--- src/rtl/adc_seq_pkg.sv ---
package adc_seq_pkg;
  typedef enum logic [1:0] {
    KIND_FIRST  = 2'd0,
    KIND_NORMAL = 2'd1,
    KIND_AUTO   = 2'd2
  } conv_kind_e;
endpackage

--- src/rtl/adc_seq_sel_buf.sv ---
module adc_seq_sel_buf #(
  parameter int SEL_W = 5
) (
  input  logic             clk,
  input  logic             rst_n,
  input  logic             wr,
  input  logic [SEL_W-1:0] wdata,
  input  logic             open_i,
  output logic [SEL_W-1:0] active_o
);
  logic [SEL_W-1:0] shadow_q;

  // shadow: CPU side, any time
  always_ff @(posedge clk or negedge rst_n) begin
    if (!rst_n)  shadow_q <= '0;
    else if (wr) shadow_q <= wdata;
  end

  // active: follows shadow unless the timer holds the lock
  always_ff @(posedge clk or negedge rst_n) begin
    if (!rst_n)      active_o <= '0;
    else if (open_i) active_o <= shadow_q;
  end
endmodule

--- src/rtl/adc_seq_arbiter.sv ---
module adc_seq_arbiter
  import adc_seq_pkg::*;
(
  input  logic       clk,
  input  logic       rst_n,
  input  logic       half_tick,
  input  logic       en,
  input  logic       auto_en,
  input  logic       free_run,
  input  logic       start_wr,
  input  logic       trig,
  input  logic       conv_on,
  input  logic       done_now,
  output logic       fire,
  output conv_kind_e fire_kind,
  output logic       pending
);
  logic ph_q;       // 0: next tick is a rising converter edge
  logic pend_sw_q;
  logic pend_at_q;
  logic first_q;
  logic edge_go;
  logic chain;

  assign edge_go = en && half_tick && !ph_q && !conv_on && (pend_sw_q || pend_at_q);
  assign chain   = done_now && en && auto_en && free_run;
  assign fire    = edge_go || chain;
  assign pending = pend_sw_q || pend_at_q;

  always_comb begin
    if (first_q)        fire_kind = KIND_FIRST;
    else if (chain)     fire_kind = KIND_AUTO;
    else if (pend_sw_q) fire_kind = KIND_NORMAL;
    else                fire_kind = KIND_AUTO;
  end

  always_ff @(posedge clk or negedge rst_n) begin
    if (!rst_n)         ph_q <= 1'b0;
    else if (half_tick) ph_q <= !ph_q;
  end

  always_ff @(posedge clk or negedge rst_n) begin
    if (!rst_n) begin
      pend_sw_q <= 1'b0;
      pend_at_q <= 1'b0;
      first_q   <= 1'b1;
    end else if (!en) begin
      pend_sw_q <= 1'b0;
      pend_at_q <= 1'b0;
      first_q   <= 1'b1;
    end else if (edge_go) begin
      pend_sw_q <= 1'b0;
      pend_at_q <= 1'b0;
      first_q   <= 1'b0;
    end else begin
      if (start_wr && !conv_on)        pend_sw_q <= 1'b1;
      if (trig && auto_en && !conv_on) pend_at_q <= 1'b1;
    end
  end
endmodule

--- src/rtl/adc_seq_timer.sv ---
module adc_seq_timer
  import adc_seq_pkg::*;
#(
  parameter int FIRST_LEN_H = 50,
  parameter int FIRST_SH_H  = 27,
  parameter int NORM_LEN_H  = 26,
  parameter int NORM_SH_H   = 3,
  parameter int AUTO_LEN_H  = 27,
  parameter int AUTO_SH_H   = 4,
  localparam int HC_W       = $clog2(FIRST_LEN_H + 1)
) (
  input  logic       clk,
  input  logic       rst_n,
  input  logic       en,
  input  logic       half_tick,
  input  logic       fire,
  input  conv_kind_e fire_kind,
  output logic       conv_on,
  output logic       done_now,
  output logic       open_o,
  output logic       sh_p,
  output logic       done_p
);
  localparam logic [HC_W-1:0] L_FIRST = HC_W'(FIRST_LEN_H);
  localparam logic [HC_W-1:0] L_NORM  = HC_W'(NORM_LEN_H);
  localparam logic [HC_W-1:0] L_AUTO  = HC_W'(AUTO_LEN_H);
  localparam logic [HC_W-1:0] S_FIRST = HC_W'(FIRST_SH_H);
  localparam logic [HC_W-1:0] S_NORM  = HC_W'(NORM_SH_H);
  localparam logic [HC_W-1:0] S_AUTO  = HC_W'(AUTO_SH_H);

  conv_kind_e      kind_q;
  logic [HC_W-1:0] hc_q;
  logic [HC_W-1:0] hc_nx;
  logic [HC_W-1:0] len_h;
  logic [HC_W-1:0] sh_h;
  logic            step;
  logic            sh_now;

  always_comb begin
    case (kind_q)
      KIND_FIRST:  begin len_h = L_FIRST; sh_h = S_FIRST; end
      KIND_NORMAL: begin len_h = L_NORM;  sh_h = S_NORM;  end
      default:     begin len_h = L_AUTO;  sh_h = S_AUTO;  end
    endcase
  end

  assign hc_nx    = hc_q + 1'b1;
  assign step     = conv_on && en && half_tick;
  assign done_now = step && (hc_nx == len_h);
  assign sh_now   = step && (hc_nx == sh_h);
  assign open_o   = !conv_on || (hc_q >= len_h - HC_W'(2));

  always_ff @(posedge clk or negedge rst_n) begin
    if (!rst_n) begin
      conv_on <= 1'b0;
      hc_q    <= '0;
      kind_q  <= KIND_FIRST;
    end else if (!en) begin
      conv_on <= 1'b0;
      hc_q    <= '0;
    end else if (fire) begin
      conv_on <= 1'b1;
      hc_q    <= '0;
      kind_q  <= fire_kind;
    end else if (done_now) begin
      conv_on <= 1'b0;
    end else if (step) begin
      hc_q    <= hc_nx;
    end
  end

  always_ff @(posedge clk or negedge rst_n) begin
    if (!rst_n) begin
      sh_p   <= 1'b0;
      done_p <= 1'b0;
    end else begin
      sh_p   <= sh_now;
      done_p <= done_now;
    end
  end
endmodule

--- src/rtl/adc_seq_ctrl.sv ---
module adc_seq_ctrl
  import adc_seq_pkg::*;
#(
  parameter int SEL_W       = 5,
  parameter int FIRST_LEN_H = 50,
  parameter int FIRST_SH_H  = 27,
  parameter int NORM_LEN_H  = 26,
  parameter int NORM_SH_H   = 3,
  parameter int AUTO_LEN_H  = 27,
  parameter int AUTO_SH_H   = 4
) (
  input  logic             clk,
  input  logic             rst_n,
  input  logic             half_tick,
  input  logic             en,
  input  logic             auto_en,
  input  logic             free_run,
  input  logic             start_wr,
  input  logic             trig,
  input  logic             flag_clr,
  input  logic             sel_wr,
  input  logic [SEL_W-1:0] sel_wdata,
  output logic [SEL_W-1:0] sel_active,
  output logic             sh_pulse,
  output logic             busy,
  output logic             done_flag,
  output logic             res_latch
);
  logic       conv_on;
  logic       done_now;
  logic       lock_open;
  logic       fire;
  logic       pending;
  conv_kind_e fire_kind;

  adc_seq_arbiter u_arb (
    .clk       (clk),
    .rst_n     (rst_n),
    .half_tick (half_tick),
    .en        (en),
    .auto_en   (auto_en),
    .free_run  (free_run),
    .start_wr  (start_wr),
    .trig      (trig),
    .conv_on   (conv_on),
    .done_now  (done_now),
    .fire      (fire),
    .fire_kind (fire_kind),
    .pending   (pending)
  );

  adc_seq_timer #(
    .FIRST_LEN_H (FIRST_LEN_H),
    .FIRST_SH_H  (FIRST_SH_H),
    .NORM_LEN_H  (NORM_LEN_H),
    .NORM_SH_H   (NORM_SH_H),
    .AUTO_LEN_H  (AUTO_LEN_H),
    .AUTO_SH_H   (AUTO_SH_H)
  ) u_tmr (
    .clk       (clk),
    .rst_n     (rst_n),
    .en        (en),
    .half_tick (half_tick),
    .fire      (fire),
    .fire_kind (fire_kind),
    .conv_on   (conv_on),
    .done_now  (done_now),
    .open_o    (lock_open),
    .sh_p      (sh_pulse),
    .done_p    (res_latch)
  );

  adc_seq_sel_buf #(.SEL_W(SEL_W)) u_sel (
    .clk      (clk),
    .rst_n    (rst_n),
    .wr       (sel_wr),
    .wdata    (sel_wdata),
    .open_i   (lock_open),
    .active_o (sel_active)
  );

  // sticky completion flag, set wins over clear
  always_ff @(posedge clk or negedge rst_n) begin
    if (!rst_n)        done_flag <= 1'b0;
    else if (done_now) done_flag <= 1'b1;
    else if (flag_clr) done_flag <= 1'b0;
  end

  assign busy = conv_on || pending;
endmodule

--- config.mk ---
export PLATFORM = sky130hd
export DESIGN_NAME = adc_seq_ctrl
export DESIGN_NICKNAME = d
export VERILOG_FILES = /design/src/rtl/adc_seq_pkg.sv /design/src/rtl/adc_seq_sel_buf.sv /design/src/rtl/adc_seq_arbiter.sv /design/src/rtl/adc_seq_timer.sv /design/src/rtl/adc_seq_ctrl.sv
export SDC_FILE = /design/constraint.sdc
export NUM_CORES = 1
export LEC_CHECK = 0
export ABC_AREA = 1
export CAP_MARGIN = 15
export CORE_MARGIN = 3
export CORE_UTILIZATION = 55
export DETAILED_ROUTE_END_ITERATION = 6
export PLACE_DENSITY = 0.82
export SLEW_MARGIN = 20
export SYNTH_ARGS = -nofsm -noshare
export SYNTH_HDL_FRONTEND = slang
export SYNTH_SLANG_ARGS = --single-unit
--- constraint.sdc ---
create_clock -name clk -period 5.2 [get_ports clk]
set_clock_uncertainty 0.1 [all_clocks]
set_input_delay 0.52 -clock clk [delete_from_list [all_inputs] [get_ports clk]]
set_output_delay 0.52 -clock clk [all_outputs]
set_load 0.01 [all_outputs]
# Word level (Yosys, flattened, before mapping)
# Cells that the tools add are included.
[word_totals]
register_bits = 26
latchBits = 0
ramBits = 0
romBits = 0
output_inout_bits = 9
word_cells = 70
n_memories = 0
[classes]
add_sub_neg = 2
mul = 0
div_mod_pow = 0
n_lt_le_gt_ge = 1
n_eq_ne = 9
shift = 0
muxes = 22
n_bitwise = 0
n_reduce_logical = 24
[ops]
columns = ["operator", "count"]
rows = [
  ["$mux W6", 4],
  ["$logic_and A1 B1 Y1", 14],
  ["$mux W1", 13],
  ["$ne A3 B1 Y1 const B", 4],
  ["$pmux W6 S2", 1],
  ["$pmux W5 S2", 1],
  ["$add A6 B1 Y6 const B", 1],
  ["$eq A6 B5 Y1", 1],
  ["$eq A6 B6 Y1", 1],
  ["$ge A6 B6 Y1", 1],
  ["$mux W2", 3],
  ["$sub A6 B2 Y6 const B", 1],
  ["$logic_or A1 B1 Y1", 4],
  ["$reduce_and A2 Y1", 2],
  ["$ne A3 B3 Y1 const B", 1],
  ["$eq A2 B1 Y1 const B", 1],
  ["$logic_not A1 Y1", 2],
  ["$logic_not A2 Y1", 1],
  ["$ne A2 B1 Y1 const B", 1],
  ["$reduce_bool A2 Y1", 1],
]

# Depth between registers and ports, before layout
[logic_depth]
ltp_word = 10
depth_mapped = 12
depth_no_buf = 11

# By module
# A second synthesis with hierarchy kept.
[hier_totals]
cells_unflattened = 181
hier_area_um2 = 1461.4
[by_module_without_submodules]
columns = ["module", "instances", "cells_per_inst", "area_per_inst_um2", "seq_area_each_um2"]
rows = [
  ["adc_seq_timer", 1, 105, 810.8, 275.3],
  ["adc_seq_sel_buf", 1, 42, 370.4, 250.2],
  ["adc_seq_arbiter", 1, 28, 234.0, 101.3],
  ["adc_seq_ctrl", 1, 6, 46.3, 25.0],
]

# Worst setup path after synthesis
# OpenSTA, ideal clock, no wires.
[synth_path]
path_kind = "flip-flop to flip-flop"
from = "register u_tmr.hc_q[0]"
to = "register u_tmr.kind_q[1]"
setup_ns = 0.117
arrival_ns = 1.574
t_required_ns = 4.983
setup_slack_ns = 3.408
stages_incl_launch_ff = 10
path_buffers = 0
synth_period_minus_slack_ns = 1.792
cell_sequence = "dfrtp_1 ha_1 xnor2_2 nand4_1 nor2_2 nand3_4 nand2_2 inv_2 nand2_1 nand2_1"
[synth_between]
elab_chain_len = 8
[synth_lines]
columns = ["item", "line_no", "text"]
rows = [
  ["start: declaration", "adc_seq_timer.sv:32", "logic [HC_W-1:0] hc_q;"],
  ["start signal: assignment", "adc_seq_timer.sv:68", "hc_q <= hc_nx;"],
  ["$add A6 B1 Y6 (*)", "adc_seq_timer.sv:47", "assign hc_nx = hc_q + 1'b1;"],
  ["$eq A6 B6 Y1 (*)", "adc_seq_timer.sv:49", "assign done_now = step && (hc_nx == len_h);"],
  ["$logic_and A1 B1 Y1 (*)", "adc_seq_timer.sv:49", ""],
  ["$logic_and A1 B1 Y1 (*) (3 in series)", "adc_seq_arbiter.sv:26", "assign chain = done_now && en && auto_en && free_run;"],
  ["$mux W2 or $logic_or A1 B1 Y1 (tied branches)", "adc_seq_arbiter.sv:32, adc_seq_arbiter.sv:27", ""],
  ["$mux W2 or $reduce_and A2 Y1 (tied branches)", "-", ""],
  ["end signal: assignment", "adc_seq_timer.sv:64", "kind_q <= fire_kind;"],
  ["end: declaration", "adc_seq_timer.sv:31", "conv_kind_e kind_q;"],
]
# Every way passes the cells marked *; elsewhere a longest branch is shown, timed or not.
# A chain may end at the register's enable or synchronous reset.

# Worst setup path in the final report
[layout_path]
from = "register u_arb.pend_sw_q"
to = "output port busy"
[layout_between]
elab_chain_len = 2
[layout_lines]
columns = ["item", "line_no", "text"]
rows = [
  ["start: declaration", "adc_seq_arbiter.sv:19", "logic pend_sw_q;"],
  ["start signal: assignment", "adc_seq_arbiter.sv:44", "pend_sw_q <= 1'b0;"],
  ["start signal: assignment", "adc_seq_arbiter.sv:48", "pend_sw_q <= 1'b0;"],
  ["start signal: assignment", "adc_seq_arbiter.sv:52", "pend_sw_q <= 1'b0;"],
  ["$logic_or A1 B1 Y1", "adc_seq_arbiter.sv:28", "assign pending = pend_sw_q || pend_at_q;"],
  ["$logic_or A1 B1 Y1", "adc_seq_ctrl.sv:89", "assign busy = conv_on || pending;"],
  ["end: declaration", "adc_seq_ctrl.sv:25", "output logic busy,"],
]
# Every way passes these cells.

==> run_results.csv <==
group,metric,value,unit
drt,routedWlPerCell,13.1,µm
clock_tree,ctsResizeCount,0,
synthesis,ys_types,28,
drt,wl,2.90,mm
worst_setup_path,max_stage_delay,0.48,ns
place,gp_congestion,0.912,
worst_setup_path,reg2reg_slack,3.14,ns
sta,max_slew_margin,62.2,%
synthesis,syn_inst,169,
worst_setup_path,worst_setup_path_end_kind,"output pin",
synthesis,syn_avg_cell_area,8.25,µm²
synthesis,synthMuxAreaShare,0,%
worst_setup_path,worstSetupPathType,"flop to output pin",
die,dieArea,3180,µm²
drt,via_per_inst,5.46,
clock_tree,path_clk_slew,0.15,ns
place,numPortBuffers,23,
finish,multi_input_area,649,µm²
synthesis,yosysWarnings,0,
finish,final-seq-area,652,µm²
synthesis,synth_compound_area_share,9.33,%
synthesis,yosys.area.top_type,"dfrtp_1",
pwr,worst_ir_drop_vdd,0.230,mV
clock_tree,cts_tree,"done",
worst_setup_path,worst_setup_path_start_kind,"flop",
synthesis,yosys.area.top_type_share,44.8,%
synthesis,synthAdderAreaFrac,3.59,%
drt,drc_errors,0,
finish,final_nets,213,
clock_tree,clk_latency,0.32,ns
sta,post-route-min-period,2.10,ns
drt,ant_nets,0,
pwr,power_density,298,nW/µm²
pwr,p_total,0.000503,W
worst_setup_path,cp.required,4.58,ns
clock_tree,numCtsBuffers,3,
worst_setup_path,cp.arrival,1.48,ns
die,initial_core_util,60.2,%
synthesis,yosys_register_bits,26,
place,dp_hpwl,2.26,mm
outcome,status,"completed",
worst_setup_path,crit-reg2reg-launch,"u_tmr.hc_q[0]$_DFFE_PN0P_",
sta,hold_viol_final,0,
global_route,grt_antenna_before_repair,0,
synthesis,synth_xor_area_share,1.79,%
place,dpl_cell_area,1640,µm²
clock_tree,cts_buffer_depth,2,
worst_setup_path,r2r.worst_path.cells,9,
global_route,grt_pass1_vias,1188,
drt,drtPass1Iterations,4,
die,rows,17,
drt,drt_iter0_drc,41,
flow_run,maxCapViolations,0,
die,die_width,56.4,µm
finish,final_cell_area,1690,µm²
clock_tree,cts.sinks,26,
clock_tree,ctsRootBufferMaster,"clkbuf_4",
synthesis,post_synth_main_area_contributors,"dfrtp_1 (45%), nand2_1 (10%), nor2_1 (5.7%)",
clock_tree,h-tree-depth,1,
sta,setup_viol,0,
die,core,2320,µm²
global_route,grt_max_degree,27,
clock_tree,cts_hold_buf,0,
sta,timing.hold.ws,0.0739,ns
global_route,overflow,0,
clock_tree,post_cts_buffers,0,
worst_setup_path,crit_chain,"nor2_1, nand2_1, clkdlybuf4s50_1",
worst_setup_path,crit_fanout,3,
sta,grt_setup_unrepaired,"false",
worst_setup_path,reg2reg_to,"u_tmr.hc_q[0]$_DFFE_PN0P_",
sta,max_freq,477,MHz
finish,fillCellCount,184,
die,fp.dieH,56.4,µm
synthesis,yosys.area_share.simple,31.8,%
global_route,grtUsageTotal,20.7,%
sta,worstMarginPinSlew,0.567,ns
global_route,grt_pass1_wl,5.31,mm
hold_path,hp-class,"primary input to asynchronous set/reset pin",
synthesis,synth_area,1400,µm²
drt,vias,1207,
synthesis,synth_top_family_by_area,"simple AND/OR/NAND/NOR gates",
sta,finalSetupTns,0,ns
pwr,power_leakage,0.840,nW
finish,antennaDiodeCount,0,
synthesis,syn_nets,188,
sta,report.final.slew_viol_count,0,
worst_setup_path,crit_path_top_delay_cell,"clkdlybuf4s50_1",
sta,min_period_over_period,40.4,%
die,pin_count,24,
finish,syn2layout_area_growth,21.1,%
synthesis,ys_seq_area_share,46.7,%
finish,drive_above_1_share,11.9,%
==> metrics by stage <==
stage	setup WS [ns]	util, %	std cells
2_1_floorplan	3.41	-	169
3_5_place_dp	2.86	70.8	217
4_1_cts	3.10	73.1	221
6_report	3.10	72.9	221
3_3_place_gp	2.91	70.8	217
5_1_grt	2.96	72.9	221
==> per-layer routing <==
metal / share of wire (%) / vias up / track usage [%] / wire (µm)
met3: 3.8 / 4 / 2.76 / 111
met2: 49 / 29 / 35.4 / 1410
met4: 1.3 / 0 / 5.76 / 37
met1: 46 / 574 / 27.5 / 1340
li1: - / 600 / - / -
met5: 0 / - / 0 / 0
==> cells in the mapped netlist <==
cell / n
inv_1: 18
o21ai_0: 12
nand3_4: 2
nand2_1: 39
and3_2: 1
nand3_2: 1
buf_6: 1
nand3b_1: 1
nand4_1: 9
nor3_1: 1
nand3_1: 5
nand2_4: 2
a21boi_0: 1
nor2_1: 21
or2_2: 1
inv_2: 2
o211ai_1: 1
clkbuf_1: 2
ha_1: 4
nor2_2: 3
xor2_1: 1
a31oi_1: 2
a21oi_1: 7
dfstp_2: 1
dfrtp_1: 25
o21bai_1: 1
nand2_2: 4
xnor2_2: 1
==> report_power, final <==
group          total, W  switching, W  internal, W
sequential     0.000245     0.0000213     0.000224
clock          0.000138     0.0000599    0.0000778
combinational  0.000119     0.0000669    0.0000526
total          0.000503      0.000148     0.000354
==> how the worst max path moves through the flow <==
stage / cells past startpoint / startpoint / endpoint
after CTS: 3 / u_arb.pend_sw_q$_DFFE_PN0P_ / busy
final: 3 / u_arb.pend_sw_q$_DFFE_PN0P_ / busy
after detailed placement: 9 / half_tick / u_tmr.kind_q[1]$_DFFE_PN0P_
after floorplan: 9 / u_tmr.hc_q[0]$_DFFE_PN0P_ / u_tmr.kind_q[1]$_DFFE_PN0P_
after global placement: 9 / half_tick / u_tmr.kind_q[1]$_DFFE_PN0P_
after global routing: 9 / u_tmr.hc_q[0]$_DFFE_PN0P_ / u_tmr.kind_q[1]$_DFFE_PN0P_
==> worst max-delay path: cells and delay by family (launching register included) <==
family,cells,cell delay [ns]
simple gates,2,0.25
buf+inv,1,0.48
flops,1,0.44
==> logic make-up after synthesis <==
| logic type | count (synthesis) |
|---|---|
| flip-flops | 26 |
| XOR/XNOR | 2 |
| AND/OR/NAND/NOR | 90 |
| buffers and inverters | 23 |
| adder cells (fa/ha/maj) | 4 |
| AO/OA/AOI/OAI | 24 |
==> cell usage in the layout (no fill, tap or decap) <==
| cell | netlist | layout |
|---|---|---|
| clkbuf_4 | 0 | 3 |
| xnor2_2 | 1 | 1 |
| nand2_4 | 2 | 2 |
| o21ai_0 | 12 | 12 |
| and3_2 | 1 | 1 |
| a21oi_1 | 7 | 7 |
| a31oi_1 | 2 | 2 |
| bufinv_16 | 0 | 1 |
| a21boi_0 | 1 | 1 |
| o21bai_1 | 1 | 1 |
| or2_2 | 1 | 1 |
| inv_2 | 2 | 2 |
| buf_2 | 0 | 1 |
| nand3_1 | 5 | 5 |
| inv_1 | 18 | 18 |
| xor2_1 | 1 | 1 |
| nor2_1 | 21 | 21 |
| nand3_2 | 1 | 1 |
| nand4_1 | 9 | 9 |
| nand2_2 | 4 | 4 |
| nor2_2 | 3 | 3 |
| nor3_1 | 1 | 1 |
| o211ai_1 | 1 | 1 |
| nand2_1 | 39 | 39 |
| nand3_4 | 2 | 2 |
| dfstp_2 | 1 | 1 |
| ha_1 | 4 | 4 |
| dfrtp_1 | 25 | 25 |
| clkdlybuf4s50_1 | 0 | 22 |
| nand3b_1 | 1 | 1 |
==> registers in the layout, summed over array words and instances, names as in the netlist <==
name             cells
u_sel.active_o       5
done_flag            1
u_tmr.hc_q           6
u_tmr.sh_p           1
u_arb.first_q        1
u_arb.ph_q           1
u_sel.shadow_q       5
u_arb.pend_sw_q      1
u_tmr.kind_q         2
u_arb.pend_at_q      1
u_tmr.done_p         1
u_tmr.conv_on        1
==> cell type report <==
class,instances,area share [%]
inverters,20,4.44
clock buffers,3,1.33
well taps,28,2.07
clock inverters,1,1.78
flip-flops and latches,26,38.6
repair buffers,23,13.3
multi-input cells,120,38.4
Note: power is estimated with default switching activity, not from simulation.
